[config.mk]
export PLATFORM = sky130hd
export DESIGN_NAME = rm_pwm_timer
export DESIGN_NICKNAME = d
export VERILOG_FILES = /design/src/rtl/rmp_pkg.sv /design/src/rtl/rmp_rst_sync.sv /design/src/rtl/rmp_regs.sv /design/src/rtl/rmp_counter.sv /design/src/rtl/rmp_pwm_out.sv /design/src/rtl/rm_pwm_timer.sv
export SDC_FILE = /design/constraint.sdc
export NUM_CORES = 1
export LEC_CHECK = 0
export CAP_MARGIN = 20
export CORE_MARGIN = 1
export CORE_UTILIZATION = 29
export CTS_BUF_LIST = sky130_fd_sc_hd__clkbuf_4 sky130_fd_sc_hd__clkbuf_8
export DETAILED_ROUTE_END_ITERATION = 7
export DONT_BUFFER_PORTS = 1
export GPL_TIMING_DRIVEN = 1
export PLACE_DENSITY = 0.45
export SLEW_MARGIN = 20
export SYNTH_ARGS = -nofsm -noshare
export SYNTH_HDL_FRONTEND = slang
export SYNTH_SLANG_ARGS = --single-unit
[constraint.sdc]
create_clock -name clk -period 3.92 [get_ports clk]
set_input_delay 0 -clock clk [delete_from_list [all_inputs] [get_ports clk]]
set_output_delay 0 -clock clk [all_outputs]
set_load 0.01 [all_outputs]
[src/rtl/rmp_pkg.sv]
package rmp_pkg;

  typedef enum logic [1:0] {
    ADDR_CTRL   = 2'd0,
    ADDR_COUNT  = 2'd1,
    ADDR_RELOAD = 2'd2,
    ADDR_MATCH  = 2'd3
  } rmp_addr_e;

  // bit 1: output enable, bit 0: run
  typedef struct packed {
    logic pwm_en;
    logic run;
  } rmp_ctrl_t;

endpackage

[src/rtl/rmp_rst_sync.sv]
module rmp_rst_sync (
  input  logic clk,
  input  logic arst_n,
  output logic srst_n
);

  logic [1:0] sync_q;

  always_ff @(posedge clk or negedge arst_n) begin
    if (!arst_n) sync_q <= 2'b00;
    else         sync_q <= {sync_q[0], 1'b1};
  end

  assign srst_n = sync_q[1];

endmodule

[src/rtl/rmp_regs.sv]
module rmp_regs
  import rmp_pkg::*;
#(
  parameter int CNT_W = 32
) (
  input  logic             clk,
  input  logic             rst_n,
  input  logic             wr_en,
  input  logic [1:0]       wr_addr,
  input  logic [CNT_W-1:0] wr_data,
  output rmp_ctrl_t        ctrl_q,
  output logic [CNT_W-1:0] reload_q,
  output logic [CNT_W-1:0] match_q,
  output logic             cnt_load
);

  rmp_ctrl_t ctrl_d;
  logic      ctrl_sel;
  logic      reload_en;
  logic      match_en;

  always_comb begin
    ctrl_sel  = wr_en && (wr_addr == ADDR_CTRL);
    reload_en = wr_en && (wr_addr == ADDR_RELOAD);
    match_en  = wr_en && (wr_addr == ADDR_MATCH);
    cnt_load  = wr_en && (wr_addr == ADDR_COUNT);

    ctrl_d = ctrl_q;
    if (ctrl_sel) begin
      if (!ctrl_q.run)      ctrl_d = rmp_ctrl_t'(wr_data[1:0]);
      else if (!wr_data[0]) ctrl_d.run = 1'b0;
    end
  end

  always_ff @(posedge clk or negedge rst_n) begin
    if (!rst_n) ctrl_q <= '0;
    else        ctrl_q <= ctrl_d;
  end

  always_ff @(posedge clk or negedge rst_n) begin
    if (!rst_n)         reload_q <= '0;
    else if (reload_en) reload_q <= wr_data;
  end

  always_ff @(posedge clk or negedge rst_n) begin
    if (!rst_n)        match_q <= '0;
    else if (match_en) match_q <= wr_data;
  end

endmodule

[src/rtl/rmp_counter.sv]
module rmp_counter #(
  parameter int CNT_W = 32
) (
  input  logic             clk,
  input  logic             rst_n,
  input  logic             run,
  input  logic             load,
  input  logic [CNT_W-1:0] load_val,
  input  logic [CNT_W-1:0] reload_val,
  output logic [CNT_W-1:0] count_q,
  output logic [CNT_W-1:0] count_d,
  output logic             step,
  output logic             wrap
);

  localparam logic [CNT_W-1:0] CNT_MAX = {CNT_W{1'b1}};
  localparam logic [CNT_W-1:0] CNT_ONE = {{(CNT_W-1){1'b0}}, 1'b1};

  logic cnt_en;

  always_comb begin
    step   = run && !load;
    wrap   = step && (count_q == CNT_MAX);
    cnt_en = step || load;
    if (load)      count_d = load_val;
    else if (wrap) count_d = reload_val;
    else           count_d = count_q + CNT_ONE;
  end

  always_ff @(posedge clk or negedge rst_n) begin
    if (!rst_n)      count_q <= '0;
    else if (cnt_en) count_q <= count_d;
  end

endmodule

[src/rtl/rmp_pwm_out.sv]
module rmp_pwm_out #(
  parameter int CNT_W = 32
) (
  input  logic             clk,
  input  logic             rst_n,
  input  logic             run,
  input  logic             pwm_en,
  input  logic             step,
  input  logic             wrap,
  input  logic [CNT_W-1:0] count_d,
  input  logic [CNT_W-1:0] match_val,
  output logic             pwm_q
);

  logic pwm_d;

  always_comb begin
    if (!run || !pwm_en)                     pwm_d = 1'b0;
    else if (wrap)                           pwm_d = 1'b1;
    else if (step && (count_d == match_val)) pwm_d = 1'b0;
    else                                     pwm_d = pwm_q;
  end

  always_ff @(posedge clk or negedge rst_n) begin
    if (!rst_n) pwm_q <= 1'b0;
    else        pwm_q <= pwm_d;
  end

endmodule

[src/rtl/rm_pwm_timer.sv]
module rm_pwm_timer
  import rmp_pkg::*;
#(
  parameter int CNT_W = 32
) (
  input  logic             clk,
  input  logic             rst_n,
  input  logic             wr_en,
  input  logic [1:0]       wr_addr,
  input  logic [CNT_W-1:0] wr_data,
  output logic             pwm_out,
  output logic [CNT_W-1:0] count_out
);

  logic             rst_sync_n;
  rmp_ctrl_t        ctrl_q;
  logic             run_q;
  logic             pwm_en_q;
  logic [CNT_W-1:0] reload_q;
  logic [CNT_W-1:0] match_q;
  logic [CNT_W-1:0] count_d;
  logic             cnt_load;
  logic             step;
  logic             wrap;

  assign run_q    = ctrl_q.run;
  assign pwm_en_q = ctrl_q.pwm_en;

  rmp_rst_sync u_rst (
    .clk    (clk),
    .arst_n (rst_n),
    .srst_n (rst_sync_n)
  );

  rmp_regs #(.CNT_W(CNT_W)) u_regs (
    .clk      (clk),
    .rst_n    (rst_sync_n),
    .wr_en    (wr_en),
    .wr_addr  (wr_addr),
    .wr_data  (wr_data),
    .ctrl_q   (ctrl_q),
    .reload_q (reload_q),
    .match_q  (match_q),
    .cnt_load (cnt_load)
  );

  rmp_counter #(.CNT_W(CNT_W)) u_cnt (
    .clk        (clk),
    .rst_n      (rst_sync_n),
    .run        (run_q),
    .load       (cnt_load),
    .load_val   (wr_data),
    .reload_val (reload_q),
    .count_q    (count_out),
    .count_d    (count_d),
    .step       (step),
    .wrap       (wrap)
  );

  rmp_pwm_out #(.CNT_W(CNT_W)) u_out (
    .clk       (clk),
    .rst_n     (rst_sync_n),
    .run       (run_q),
    .pwm_en    (pwm_en_q),
    .step      (step),
    .wrap      (wrap),
    .count_d   (count_d),
    .match_val (match_q),
    .pwm_q     (pwm_out)
  );

endmodule

-- Word level (Yosys, flattened, before mapping)
Cells that the tools add are included.
- flip-flop bits (word level): 101
- output and inout port bits: 33
- logic and storage cells: 36
- add/sub/neg operators: 1
- equal/unequal tests: 5
- muxes and demuxes: 7
- bitwise gates (word level): 1
- reductions and logical operators: 15
- operators by type and width (operator ; count):
    2-to-1 mux 32 bit ; 2
    adder 32 x 1 -> 32 bit, second input constant ; 1
    == test 32 bit ; 1
    == test 32 bit, second input constant ; 1
    logical AND 1 bit ; 7
    2-to-1 mux 1 bit ; 5
    == test 2 bit, second input constant ; 2
    zero test 1 bit ; 3
    nonzero test 3 bit ; 1
    == test 2 x 1 -> 1 bit, second input constant ; 1
    zero test 2 bit ; 1
    logical OR 1 bit ; 2
    AND reduction 2 bit ; 1
    inverter 1 bit ; 1

-- Logic depth before layout (Yosys ltp)
Gate-level depths: netlist of the first run.
- word-level depth: 12
- depth in mapped cells: 12
- gate-level depth less buffers: 10

-- Cells and area by module
Synthesis of the first run repeated with hierarchy kept, for this count alone.
- cell total of the unflattened synthesis: 559
- area, all modules: 5916.9 um2
- modules (own cells, without submodules) (module ; instances ; cells each ; area each (um2) ; seq. area each (um2)):
    rmp_regs ; 1 ; 143 ; 2750.1 ; 1651.6
    rmp_counter ; 1 ; 367 ; 2725.1 ; 800.8
    rmp_pwm_out ; 1 ; 46 ; 387.9 ; 25.0
    rmp_rst_sync ; 1 ; 3 ; 53.8 ; 50.0

-- Worst setup path before layout of the first run
Ideal clock, no wire load.
- kind: flip-flop to flip-flop
- start point: register u_cnt.count_q[24]
- end point: register u_out.pwm_q
- setup time: 0.125 ns
- arrival: 3.154 ns
- data required time: 3.795 ns
- slack: 0.640 ns
- stages on the path, launching flop included: 12
- path buffers: 2
- period minus slack after synthesis: 3.280 ns
- cell sequence: dfrtp_1 buf_2 nand4_1 or4_1 buf_2 nor4_1 nor2_1 o31a_1 xnor2_1 or4_1 nor4_1 nor2_1
- longest elaborated chain between the ends: 7
- elaborated cells between the ends (all ways): 10
- classes of those cells: add/sub: 1; eq/ne: 2; mux: 4; reduce/logical: 3
- RTL lines (element ; RTL line ; RTL):
    start: declaration ; rmp_counter.sv:10 ; output logic [CNT_W-1:0] count_q,
    start signal: assignment ; rmp_counter.sv:32 ; else if (cnt_en) count_q <= count_d;
    branches (longest 7 deep; another with adder 32 x 1 -> 32 bit) ; - ;
    end signal: assignment ; rmp_pwm_out.sv:26 ; else pwm_q <= pwm_d;
    end: declaration ; rmp_pwm_out.sv:12 ; output logic pwm_q
Parallel ways; which one is timed is not known.
A chain may end at the register's enable or synchronous reset.

-- Worst setup path in the final report of the first run
- start point: register u_cnt.count_q[1]
- end point: register u_out.pwm_q
The elaborated chain is that of the path after synthesis.

==> key figures, run 1 <==
Run status
  – Status: finished clean

Floorplan
  – Die height: 149 um
  – Row count: 53
  – Initial Util: 29.8%
  – Ports: 70
  – Core Area: 0.0212 mm2
  – Die width: 149 um
  – Die Area: ~0.022 mm2

Pwr
  – Cell leakage power: approximately 3 nW
  – Pwr dens: just over 500 mW/mm2
  – Overall power: 0.00379 W
  – VDD IR max: approximately 0.27 mV

Setup path
  – CP required: 4.21 ns
  – Worst-path fanout max: 6
  – Worst r2r path cells: 11
  – Slowest stage cell, crit path: or4_1
  – Cell Chain, Critical Path: ha_1 -> and4_1 -> nand2_1 -> nor4_4 -> buf_4 -> nor2_1 -> o31a_1 -> xnor2_1 -> or4_1 -> nor4_1 -> nor2_1
  – Max stage delay on crit path: 0.59 ns
  – Endpoint type of the worst setup path: flop
  – Crit path kind: reg -> reg
  – Startpoint types: flop
  – Crit path DAT: about 3.8 ns
  – Crit-path most repeated cell: nor2_1

Clock tree
  – TritonCTS clock tree: built
  – Num CTS Buffers: 9
  – CTS root buffer: clkbuf_8
  – H-tree level count: 3
  – CTS sink cnt: 101
  – Longest Clk Path Bufs: 2
  – Clock slew at reported path FFs: 0.10 ns
  – Skew-Pair Late Insertion Delay: 0.41 ns

STA
  – Period utilization: 90.6%
  – Min cycle time layout: about 3.5 ns
  – Setup tns final: 0 ns
  – Setup violators final: 0
  – Slew margin rel.: between 40 and 50%
  – Slew Viols, Final: 0
  – Hold Fails Final Rpt: 0
  – Hold WS: 0.0264 ns
  – Fmax: 282 MHz
  – Unrepaired setup endpoints after global routing: false
  – Final Skew: 0.0146 ns
  – Worst slew pin tran: 0.790 ns

Synth
  – Mapped Cells: roughly 680
  – Cell variety after synth: 63
  – Synth Warn #: 0
  – Dominant synthesized flop cell: dfrtp_1
  – Cell Area, Synth: between 0.006 and 0.007 mm2
  – Post-Syn Nets: 714
  – Syn_area_per_cell: 9.31 um2
  – Async SR Flop Fraction: 100%
  – Post-synth EDFFs: 0
  – Seq/Total Area, Yosys: 40.1%
  – Yosys reg bits: between 100 and 150

Finish
  – Most frequent cells in the layout: 100 x dfrtp_1, 68 x nand2_1, 67 x mux2_2
  – Util after Layout: 35.4%
  – Nets@finish: 769
  – Most common cell after layout, fill and taps aside: dfrtp_1
  – # diodes: 0
  – Area grow syn2layout: 18.9%
  – Fraction of layout cells with a size suffix above 1: just over 20%
  – Final std cells w/o fill: 1011

Placed design
  – Port Buffers: 0
  – Detailed placement HPWL: 16800 um
  – DP Cell Count: 953
  – GPL Wtd Cong: ~0.9

Route
  – Post-route ant nets: 0
  – Residual DRC count: 0
  – Wire per inst: between 20 and 25 um
  – 1st-pass router iterations: 5
  – Final WL: 23100 um
  – Routed via count: roughly 5700
  – DR vias/cell: 5.67
  – 1st-iter DRT viols: 424

Run
  – Max-Cap Viols: 0

Global routing
  – Global-route wire length before repair: 35500 um
  – Largest net degree at the start of global routing: 47
  – Vias in the first global route: 5888
  – Initial antenna violation count: 1
  – GR Overflow Total: 0
  – GRT Util Overall: 21.6%

Min path
  – Hold Crit Depth: 3
  – Hold WC Path Type: in -> reg
==> state kept, by name, indices dropped and copies added, names as in the netlist <==
name and cells:
u_regs.reload_q 32, u_regs.ctrl_q 2, u_out.pwm_q 1, u_rst.sync_q 2, u_regs.match_q 32, u_cnt.count_q 32
==> final cells by class <==
class / count / area (um2)
timing repair buffer: 89 / 791
multi-input combinational: 519 / 3570
clock inverter: 7 / 80.1
clock buffer: 9 / 124
inverter: 11 / 41.3
fill: 2200 / 13700
sequential: 101 / 2530
tap: 275 / 344
==> Yosys cell counts (all sizes together) (5+ instances only) <==
cell type,instances,area [um2]
buf,16,68.8
a21oi,21,105
xor2,14,123
mux2,67,754
nor4,27,190
a31oi,10,62.6
nand2,68,255
o21ai,37,185
dfrtp,101,2530
or4,7,56.3
nor2,45,169
clkbuf,29,109
mux2i,13,130
nand4,26,181
inv,11,41.3
nor2b,5,31.3
nor3,21,110
and3,8,50.1
nand3,27,135
o31ai,8,60.1
a211oi,9,67.6
a311oi,5,43.8
a21o,6,45.0
o211ai,5,42.5
and4,6,52.6
xnor2,25,219
==> worst max-delay path: cells and delay by family (launching register included) <==
kind	cells	cell delay, ns
fa+ha+maj	1	0.36
flops	1	0.49
buf+inv	1	0.19
compound gates	1	0.26
xor+xnor	1	0.17
simple gates	7	1.98
==> per-stage QoR <==
stage          instance area, um2  setup slack (ns)
6_report                     7490             0.370
5_1_grt                      7490             0.169
4_1_cts                      7420             0.149
3_5_place_dp                 6830           -0.0418
3_3_place_gp                 6830            -0.126
2_1_floorplan                6300             0.640
==> metal layers <==
layer | up-vias | wire (um) | global-route usage [%]
li1 | 2627 | - | -
met1 | 2874 | 10100 | 27.7
met2 | 186 | 10700 | 34.6
met3 | 42 | 1780 | 6.27
met4 | 2 | 531 | 7.30
met5 | - | 9 | 0
==> what timing repair did <==
action | CTS | global route
setup endpoints to repair | 1 | 1
hold buffers | 38 | 0
resized for setup | 1 | 2
buffers inserted | 0 | 2
pin swaps | 0 | 0
endpoints found under the hold margin | 100 | 0
==> logic make-up after synthesis <==
| kind of cell | Yosys count | share of synthesized area (%) |
|---|---|---|
| simple gates | 262 | 21.9 |
| compound gates | 136 | 14.7 |
| flops | 101 | 40.1 |
| mux | 80 | 14.0 |
| buf+inv | 56 | 3.48 |
| xor+xnor | 39 | 5.43 |
| fa+ha+maj | 1 | 0.199 |
| other cells | 1 | 0.0596 |
==> where the power goes <==
group | leakage [nW] | total, W | internal [W] | switching (W)
registers | 1.20 | 0.00164 | 0.00129 | 0.000357
logic | 1.65 | 0.00142 | 0.000625 | 0.000794
clock network | 0.102 | 0.000728 | 0.000304 | 0.000424
==> path summary, 6_finish.rpt <==
path	startpoint	endpoint	slack (ns)
worst min register to register	u_rst.sync_q[1]$_DFF_PN0_	u_regs.match_q[15]$_DFFE_PN0P_	0.34
worst min-delay path	wr_addr[0]	u_regs.ctrl_q[1]$_DFFE_PN0P_	0.03
worst max-delay path	u_cnt.count_q[1]$_DFFE_PN0P_	u_out.pwm_q$_DFFE_PN0P_	0.37
max in group asynchronous	u_rst.sync_q[1]$_DFF_PN0_	u_regs.match_q[24]$_DFFE_PN0P_	2.64
worst max register to register	u_cnt.count_q[1]$_DFFE_PN0P_	u_out.pwm_q$_DFFE_PN0P_	0.37
min in group asynchronous	rst_n	u_rst.sync_q[1]$_DFF_PN0_	0.33
Note: power is estimated with default switching activity, not from simulation.
==> run 2, diff against run 1 <==
- REMOVE_ABC_BUFFERS: not set -> 1
==> run 2 against run 1 <==
  * Cell count unchanged
  * Clock-buffer cell count is the same
  * Largest power group unchanged
  * Routed wire length barely moved
  * Worst hold slack gained 0.017 ns
  * First-iteration DRC count is 1.2% higher
  * Maximum frequency shrank 5.5%
  * Combinational power about the same
  * Power decreased by 1.1%
==> key figures, run 2 (same netlist as run 1, synthesis figures left out) <==
STA
  – Unrepaired setup endpoints after global routing: false
  – Final Skew: 0.0159 ns (+0.00131 ns)
  – Slew margin rel.: 50.3% (+3.4 points)
  – Setup tns final: 0 ns (unchanged)
  – Fmax: 266 MHz (-5.5%)
  – Hold Fails Final Rpt: 0 (unchanged)
  – Min cycle time layout: 3.75 ns (+0.205 ns)
  – Slew Viols, Final: 0 (unchanged)
  – Period utilization: 95.8% (+5.2 points)
  – Worst slew pin tran: 0.740 ns (-0.0497 ns)
  – Setup violators final: 0 (unchanged)

Finish
  – Regs by FF count: u_cnt.count_q (32), u_regs.match_q (32), u_regs.reload_q (32)
  – Nets@finish: 768 (-0.13%)
  – Most common cell after layout, fill and taps aside: dfrtp_1
  – Area grow syn2layout: 18.7%
  – Fraction of layout cells with a size suffix above 1: 20.8% (+0.028 points)
  – Fillers: 2180 (-0.91%)
  – Most frequent cells in the layout: 100 x dfrtp_1, 68 x nand2_1, 67 x mux2_2

Setup path
  – R2r startpoint: u_cnt.count_q[0]$_DFFE_PN0P_
  – Crit path DAT: 4.04 ns (+0.20 ns)
  – CP required: 4.21 ns (about the same)
  – RR Endpoint: u_out.pwm_q$_DFFE_PN0P_
  – Max stage delay on crit path: 0.51 ns (-0.08 ns)
  – Worst r2r path cells: 11 (unchanged)
  – Startpoint types: flop
  – Slowest stage cell, crit path: or4_1
  – R2R setup slack: 0.17 ns (-0.21 ns)
  – Worst-path fanout max: 10 (+4)
  – Crit path kind: reg -> reg
  – Cell Chain, Critical Path: ha_1 -> nand4_2 -> nor4_2 -> buf_4 -> nand4_1 -> a31oi_1 -> xor2_1 -> a311o_1 -> or4_1 -> nor4_1 -> nor2_1
  – Endpoint type of the worst setup path: flop

Floorplan
  – Initial Util: 29.8% (unchanged)
  – Ports: 70 (unchanged)
  – Die Area: 0.0223 mm2 (unchanged)
  – Row count: 53 (unchanged)
  – Die width: 149 um (unchanged)
  – Core Area: 0.0212 mm2 (unchanged)
  – Die height: 149 um (unchanged)

Min path
  – Hold Crit Depth: 3 (unchanged)
  – Hold Path Sink: u_regs.ctrl_q[1]$_DFFE_PN0P_
  – Hold WC Path Type: in -> reg
  – Hold Startpoint: wr_addr[0]

Clock tree
  – CTS root buffer: clkbuf_8
  – CTS sink cnt: 101 (unchanged)
  – TritonCTS clock tree: built
  – Longest Clk Path Bufs: 2 (unchanged)
  – Skew-Pair Late Insertion Delay: 0.41 ns (about the same)
  – H-tree level count: 3 (unchanged)
  – Clock slew at reported path FFs: 0.11 ns (about the same)
  – Num CTS Buffers: 9 (unchanged)
  – Post-CTS Setup Inserts: 0 (unchanged)

Run
  – Max-Cap Viols: 0 (unchanged)

Pwr
  – Pwr dens: 502 mW/mm2 (-0.92%)
  – Clock share of power: 18.4% (-0.8 points)
  – Overall power: 0.00375 W (-1.1%)
  – VDD IR max: 0.218 mV (-18%)
  – Cell Int Power: 0.00216 W (-2.4%)
  – Combinational power share: 38.2% (+0.8 points)
  – Sw Pwr: 0.00159 W (+0.78%)
  – Sequential power share: 43.4% (about the same)
  – Switching share of power: 42.3% (+0.78 points)
  – Cell leakage power: 2.93 nW (-0.69%)

Placed design
  – GPL Wtd Cong: 0.888 (about the same)
  – Detailed placement HPWL: 16600 um (-1.3%)
  – Port Buffers: 0 (unchanged)

Route
  – Final WL: 23200 um (about the same)
  – Routed via count: 5717 (-0.24%)
  – Wire per inst: 22.9 um (about the same)
  – 1st-iter DRT viols: 429 (+1.2%)
  – 1st-pass router iterations: 5 (unchanged)
  – Residual DRC count: 0 (unchanged)
  – Post-route ant nets: 0 (unchanged)
  – DR vias/cell: 5.65 (-0.24%)

Global routing
  – GRT Util Overall: 21.5% (-0.16 points)
  – Met1 Use GR: 28.4% (+0.63 points)
  – Largest net degree at the start of global routing: 79 (+68%)
  – Initial antenna violation count: 2 (+1)
  – Top Usage Layer GRT: met2
  – Met3 Use GR: 6.76% (+0.49 points)
  – Global-route wire length before repair: 35300 um (-0.64%)
  – Grt met2 use: 33.2% (-1.4 points)
  – Vias in the first global route: 5656 (-3.9%)
  – GR Overflow Total: 0 (unchanged)

Run status
  – Status: finished clean
run 2: cell types whose count changed in the layout (fill, tap and decap cells not counted), sizes merged:
| cell | change |
|---|---|
| inv | +2 |
| bufinv | -1 |
| clkinv | -1 |
| diode | +1 |
| dlygate4sd3 | -1 |
run 2: per-stage QoR:
step | setup WS, ns | utilization, % | hold slack, ns | instance area [um2] | instances
6_report | 0.165 | 35.3 | 0.0431 | 7470 | 1011
5_1_grt | 0.00507 | 35.3 | 0.0540 | 7470 | 1010
4_1_cts | 0.0962 | 35.1 | 0.0236 | 7420 | 1008
3_5_place_dp | 0.156 | 32.4 | -0.295 | 6860 | 955
3_3_place_gp | 0.153 | 32.3 | -0.296 | 6830 | 954
2_1_floorplan | 0.181 | - | -0.296 | 6120 | 631
run 2: area by class of cell:
cell class / count / area [um2] / share of cell area [%]
Antenna cell: 1 / 2.50 / 0.0335
Clock buffer: 9 / 124 / 1.66
Clock inverter: 7 / 65.1 / 0.871
Inverter: 11 / 41.3 / 0.552
Multi-Input combinational cell: 519 / 3570 / 47.7
Sequential cell: 101 / 2530 / 33.9
Tap cell: 275 / 344 / 4.60
Timing Repair Buffer: 88 / 797 / 10.7
run 2: power by group through the flow:
stage / Sequential, W / Clock, W / Combinational (W)
detailed placement: 0.00166 / 0 / 0.00136
CTS: 0.00163 / 0.000724 / 0.00141
finish: 0.00163 / 0.000691 / 0.00143
global placement: 0.00165 / 0 / 0.00135
floorplan: 0.00164 / 0 / 0.000828
global route: 0.00167 / 0.000762 / 0.00156
run 2: worst max-delay path by stage:
stage | to | slack (ns) | start | depth (start not counted)
final | u_out.pwm_q$_DFFE_PN0P_ | 0.17 | u_cnt.count_q[0]$_DFFE_PN0P_ | 11
after global routing | u_out.pwm_q$_DFFE_PN0P_ | 0.005 | u_cnt.count_q[15]$_DFFE_PN0P_ | 10
after CTS | u_out.pwm_q$_DFFE_PN0P_ | 0.1 | u_cnt.count_q[0]$_DFFE_PN0P_ | 11
after detailed placement | u_out.pwm_q$_DFFE_PN0P_ | 0.16 | u_cnt.count_q[1]$_DFFE_PN0P_ | 11
after global placement | u_out.pwm_q$_DFFE_PN0P_ | 0.15 | u_cnt.count_q[0]$_DFFE_PN0P_ | 11
after floorplan | u_out.pwm_q$_DFFE_PN0P_ | 0.18 | u_regs.ctrl_q[0]$_DFFE_PN0P_ | 9
run 2: per-layer routing:
metal	wire [um]	up-vias	part of all wire [%]
met1	10500	2848	45
met2	10400	213	45
met3	1820	26	7.9
li1	-	2630	-
met4	433	0	1.9
met5	0	-	0
run 2: what timing repair did:
item / 4_1_cts / 5_1_grt
resized for setup: 0 / 2
setup endpoints to repair: 0 / 1
hold endpoints to repair: 100 / 0
hold buffers: 37 / 0
run 2: worst max-delay path, delay by kind of cell (launching register included):
family | cells | cell delay (ns)
xor gates and xnor gates | 1 | 0.12
and+or+nand+nor | 6 | 1.94
adders and majority gates | 1 | 0.31
AOI/OAI and AO/OA | 2 | 0.65
DFF | 1 | 0.38
buffers and inverters | 1 | 0.23
==> run 3, diff against run 2 <==
- CORE_UTILIZATION: 29 -> 47
- PLACE_DENSITY: 0.45 -> 0.64
==> run 3 against run 2 <==
  * Global-route usage rose by 9.7 points
  * Die area is 38% lower
  * Maximum frequency fell by 0.34%
  * Final area is 3.7% lower
  * Register-to-register slack about the same
  * Clock-buffer cell count up 1
  * Worst hold slack improved by 0.014 ns
  * Via count grew 3.8%
  * Critical path type unchanged
==> key figures, run 3 (same netlist as run 1, synthesis figures left out) <==
Route
  – WL met2: 9350 um (-10%)
  – DR vias/cell: 6.65 (+18%)
  – 1st-pass router iterations: 5 (unchanged)
  – Post-route ant nets: 0 (unchanged)
  – Metal1 wirelength: 9420 um (-10%)
  – Routed via count: 5935 (+3.8%)
  – Residual DRC count: 0 (unchanged)
  – DR WL met3: 1710 um (-6.2%)
  – Top Layer Used: met4
  – 1st-iter DRT viols: 853 (+99%)
  – Wire per inst: 23.7 um (+3.4%)
  – Final WL: 21200 um (-8.6%)

Pwr
  – Cell leakage power: 2.86 nW (-2.3%)
  – Pwr dens: 506 mW/mm2 (+0.82%)
  – Sequential power share: 47.7% (+4.3 points)
  – Sw Pwr: 0.00149 W (-6.3%)
  – Cell Int Power: 0.00215 W (-0.35%)
  – VDD IR max: 0.368 mV (+69%)
  – Clock share of power: 17.6% (-0.8 points)
  – Combinational power share: 34.7% (-3.5 points)
  – Switching share of power: 40.8% (-1.5 points)

Finish
  – Regs by FF count: u_cnt.count_q (32), u_regs.match_q (32), u_regs.reload_q (32)
  – Area grow syn2layout: 14.3%
  – # diodes: 0 (-1)
  – Fraction of layout cells with a size suffix above 1: 19.0% (-1.8 points)
  – Most frequent cells in the layout: 100 x dfrtp_1, 68 x nand2_1, 67 x mux2_2
  – Most common cell after layout, fill and taps aside: dfrtp_1
  – Nets@finish: 757 (-1.4%)
  – Design Area, Final: 0.00720 mm2 (-3.7%)
  – Fillers: 1168 (-46%)

Clock tree
  – Clock slew at reported path FFs: 0.10 ns (about the same)
  – Num CTS Buffers: 9 (unchanged)
  – Post_cts resized: 0 (unchanged)
  – CTS root buffer: clkbuf_8
  – Skew-Pair Late Insertion Delay: 0.39 ns (-0.02 ns)
  – CTS sink cnt: 101 (unchanged)
  – Hold Buf Count CTS: 37 (unchanged)
  – TritonCTS clock tree: built
  – Longest Clk Path Bufs: 2 (unchanged)
  – H-tree level count: 3 (unchanged)
  – Post-CTS Setup Inserts: 0 (unchanged)

Setup path
  – Crit path kind: reg -> reg
  – R2R setup slack: 0.15 ns (about the same)
  – Crit path DAT: 4.05 ns (about the same)
  – Critical Path Start: u_cnt.count_q[1]$_DFFE_PN0P_
  – Startpoint types: flop
  – Endpoint type of the worst setup path: flop
  – CP required: 4.20 ns (about the same)
  – R2r startpoint: u_cnt.count_q[1]$_DFFE_PN0P_
  – Worst-path fanout max: 7 (-3)

Floorplan
  – Core Area: 0.0128 mm2 (-39%)
  – Row count: 41 (-23%)
  – Die height: 118 um (-21%)
  – Initial Util: 49.1% (+19 points)
  – Die Area: 0.0139 mm2 (-38%)
  – Die width: 118 um (-21%)
  – Ports: 70 (unchanged)

STA
  – Final worst slack: 0.152 ns (-0.0129 ns)
  – Min cycle time layout: 3.77 ns (+0.0129 ns)
  – Slew margin rel.: 35.0% (-15 points)
  – Slew Viols, Final: 0 (unchanged)
  – Final Skew: 0.0134 ns (-0.00257 ns)
  – Period utilization: 96.1% (+0.33 points)
  – Unrepaired setup endpoints after global routing: false
  – Worst slew pin tran: 0.974 ns (+0.233 ns)
  – Fmax: 265 MHz (-0.34%)
  – Setup tns final: 0 ns (unchanged)
  – Setup violators final: 0 (unchanged)
  – Hold Fails Final Rpt: 0 (unchanged)

Run
  – Max-Cap Viols: 0 (unchanged)

Run status
  – Status: finished clean

Placed design
  – Area after DPL: 0.00666 mm2 (-3.0%)
  – Place WS: 0.294 ns (+0.138 ns)
  – Detailed placement HPWL: 15000 um (-9.4%)
  – GPL Wtd Cong: 0.955 (+7.6%)
  – Port Buffers: 0 (unchanged)

Min path
  – Hold WC Path Type: in -> reg
  – Hold Startpoint: wr_addr[1]

Global routing
  – Largest net degree at the start of global routing: 75 (-5.1%)
  – Vias in the first global route: 5754 (+1.7%)
  – GRT Util Overall: 31.2% (+9.7 points)
  – Global-route wire length before repair: 33000 um (-6.5%)
  – Initial antenna violation count: 0 (-2)
  – GR Overflow Total: 0 (unchanged)
run 3: cell count changes in the layout (fill, tap and decap cells not counted), moves of 2 or more:
| cell | change |
|---|---|
| inv_6 | -3 |
| buf_16 | -2 |
| inv_8 | -2 |
| clkinv_2 | +2 |
| buf_4 | -9 |
run 3: worst max-delay path, cell delays in order, from the launching register on:
cell	delay, ns
dfrtp_1	0.51
ha_1	0.34
and4_1	0.41
nand4_1	0.42
nor2_1	0.57
mux2i_1	0.25
o311ai_0	0.26
nor4_1	0.35
buf_4	0.16
nand4_1	0.08
nor4_1	0.25
nor2_1	0.06
run 3: power groups by stage:
stage	Combinational, W	Clock, W	Sequential [W]
final	0.00126	0.000642	0.00174
after global routing	0.00136	0.000693	0.00177
after CTS	0.00124	0.000658	0.00172
after detailed placement	0.00120	0	0.00174
after global placement	0.00118	0	0.00173
after floorplan	0.000828	0	0.00164
run 3: cell type report:
cell class | count | area [um2] | share of cell area (%)
inverter | 11 | 41.3 | 0.574
clock inverter | 3 | 40.0 | 0.556
timing repair buffer | 77 | 683 | 9.49
multi-input combinational | 519 | 3560 | 49.4
tap | 172 | 215 | 2.99
clock buffer | 10 | 131 | 1.83
sequential | 101 | 2530 | 35.2
run 3: final timing paths:
kind	end	cells past startpoint
worst max-delay path	u_out.pwm_q$_DFFE_PN0P_	11
worst min-delay path	u_regs.ctrl_q[1]$_DFFE_PN0P_	3
worst max register to register	u_out.pwm_q$_DFFE_PN0P_	11
worst min register to register	u_rst.sync_q[1]$_DFF_PN0_	0
max in group asynchronous	u_regs.reload_q[5]$_DFFE_PN0P_	1
min in group asynchronous	u_rst.sync_q[1]$_DFF_PN0_	2
run 3: routing by layer:
layer | global-route usage (%) | vias up
met1 | 43.4 | 2951
met3 | 7.07 | 62
li1 | - | 2599
met5 | 0 | -
met4 | 12.9 | 0
met2 | 46.5 | 323
run 3: through the flow:
stage / utilization, % / power, W / std cells / hold WS, ns
CTS: 56.1 / 0.00362 / 893 / 0.0391
global route: 56.1 / 0.00383 / 893 / 0.0601
global placement: 51.9 / 0.00291 / 843 / -0.296
finish: 56.1 / 0.00364 / 893 / 0.0572
detailed placement: 51.9 / 0.00294 / 843 / -0.296
floorplan: - / 0.00247 / 631 / -0.296
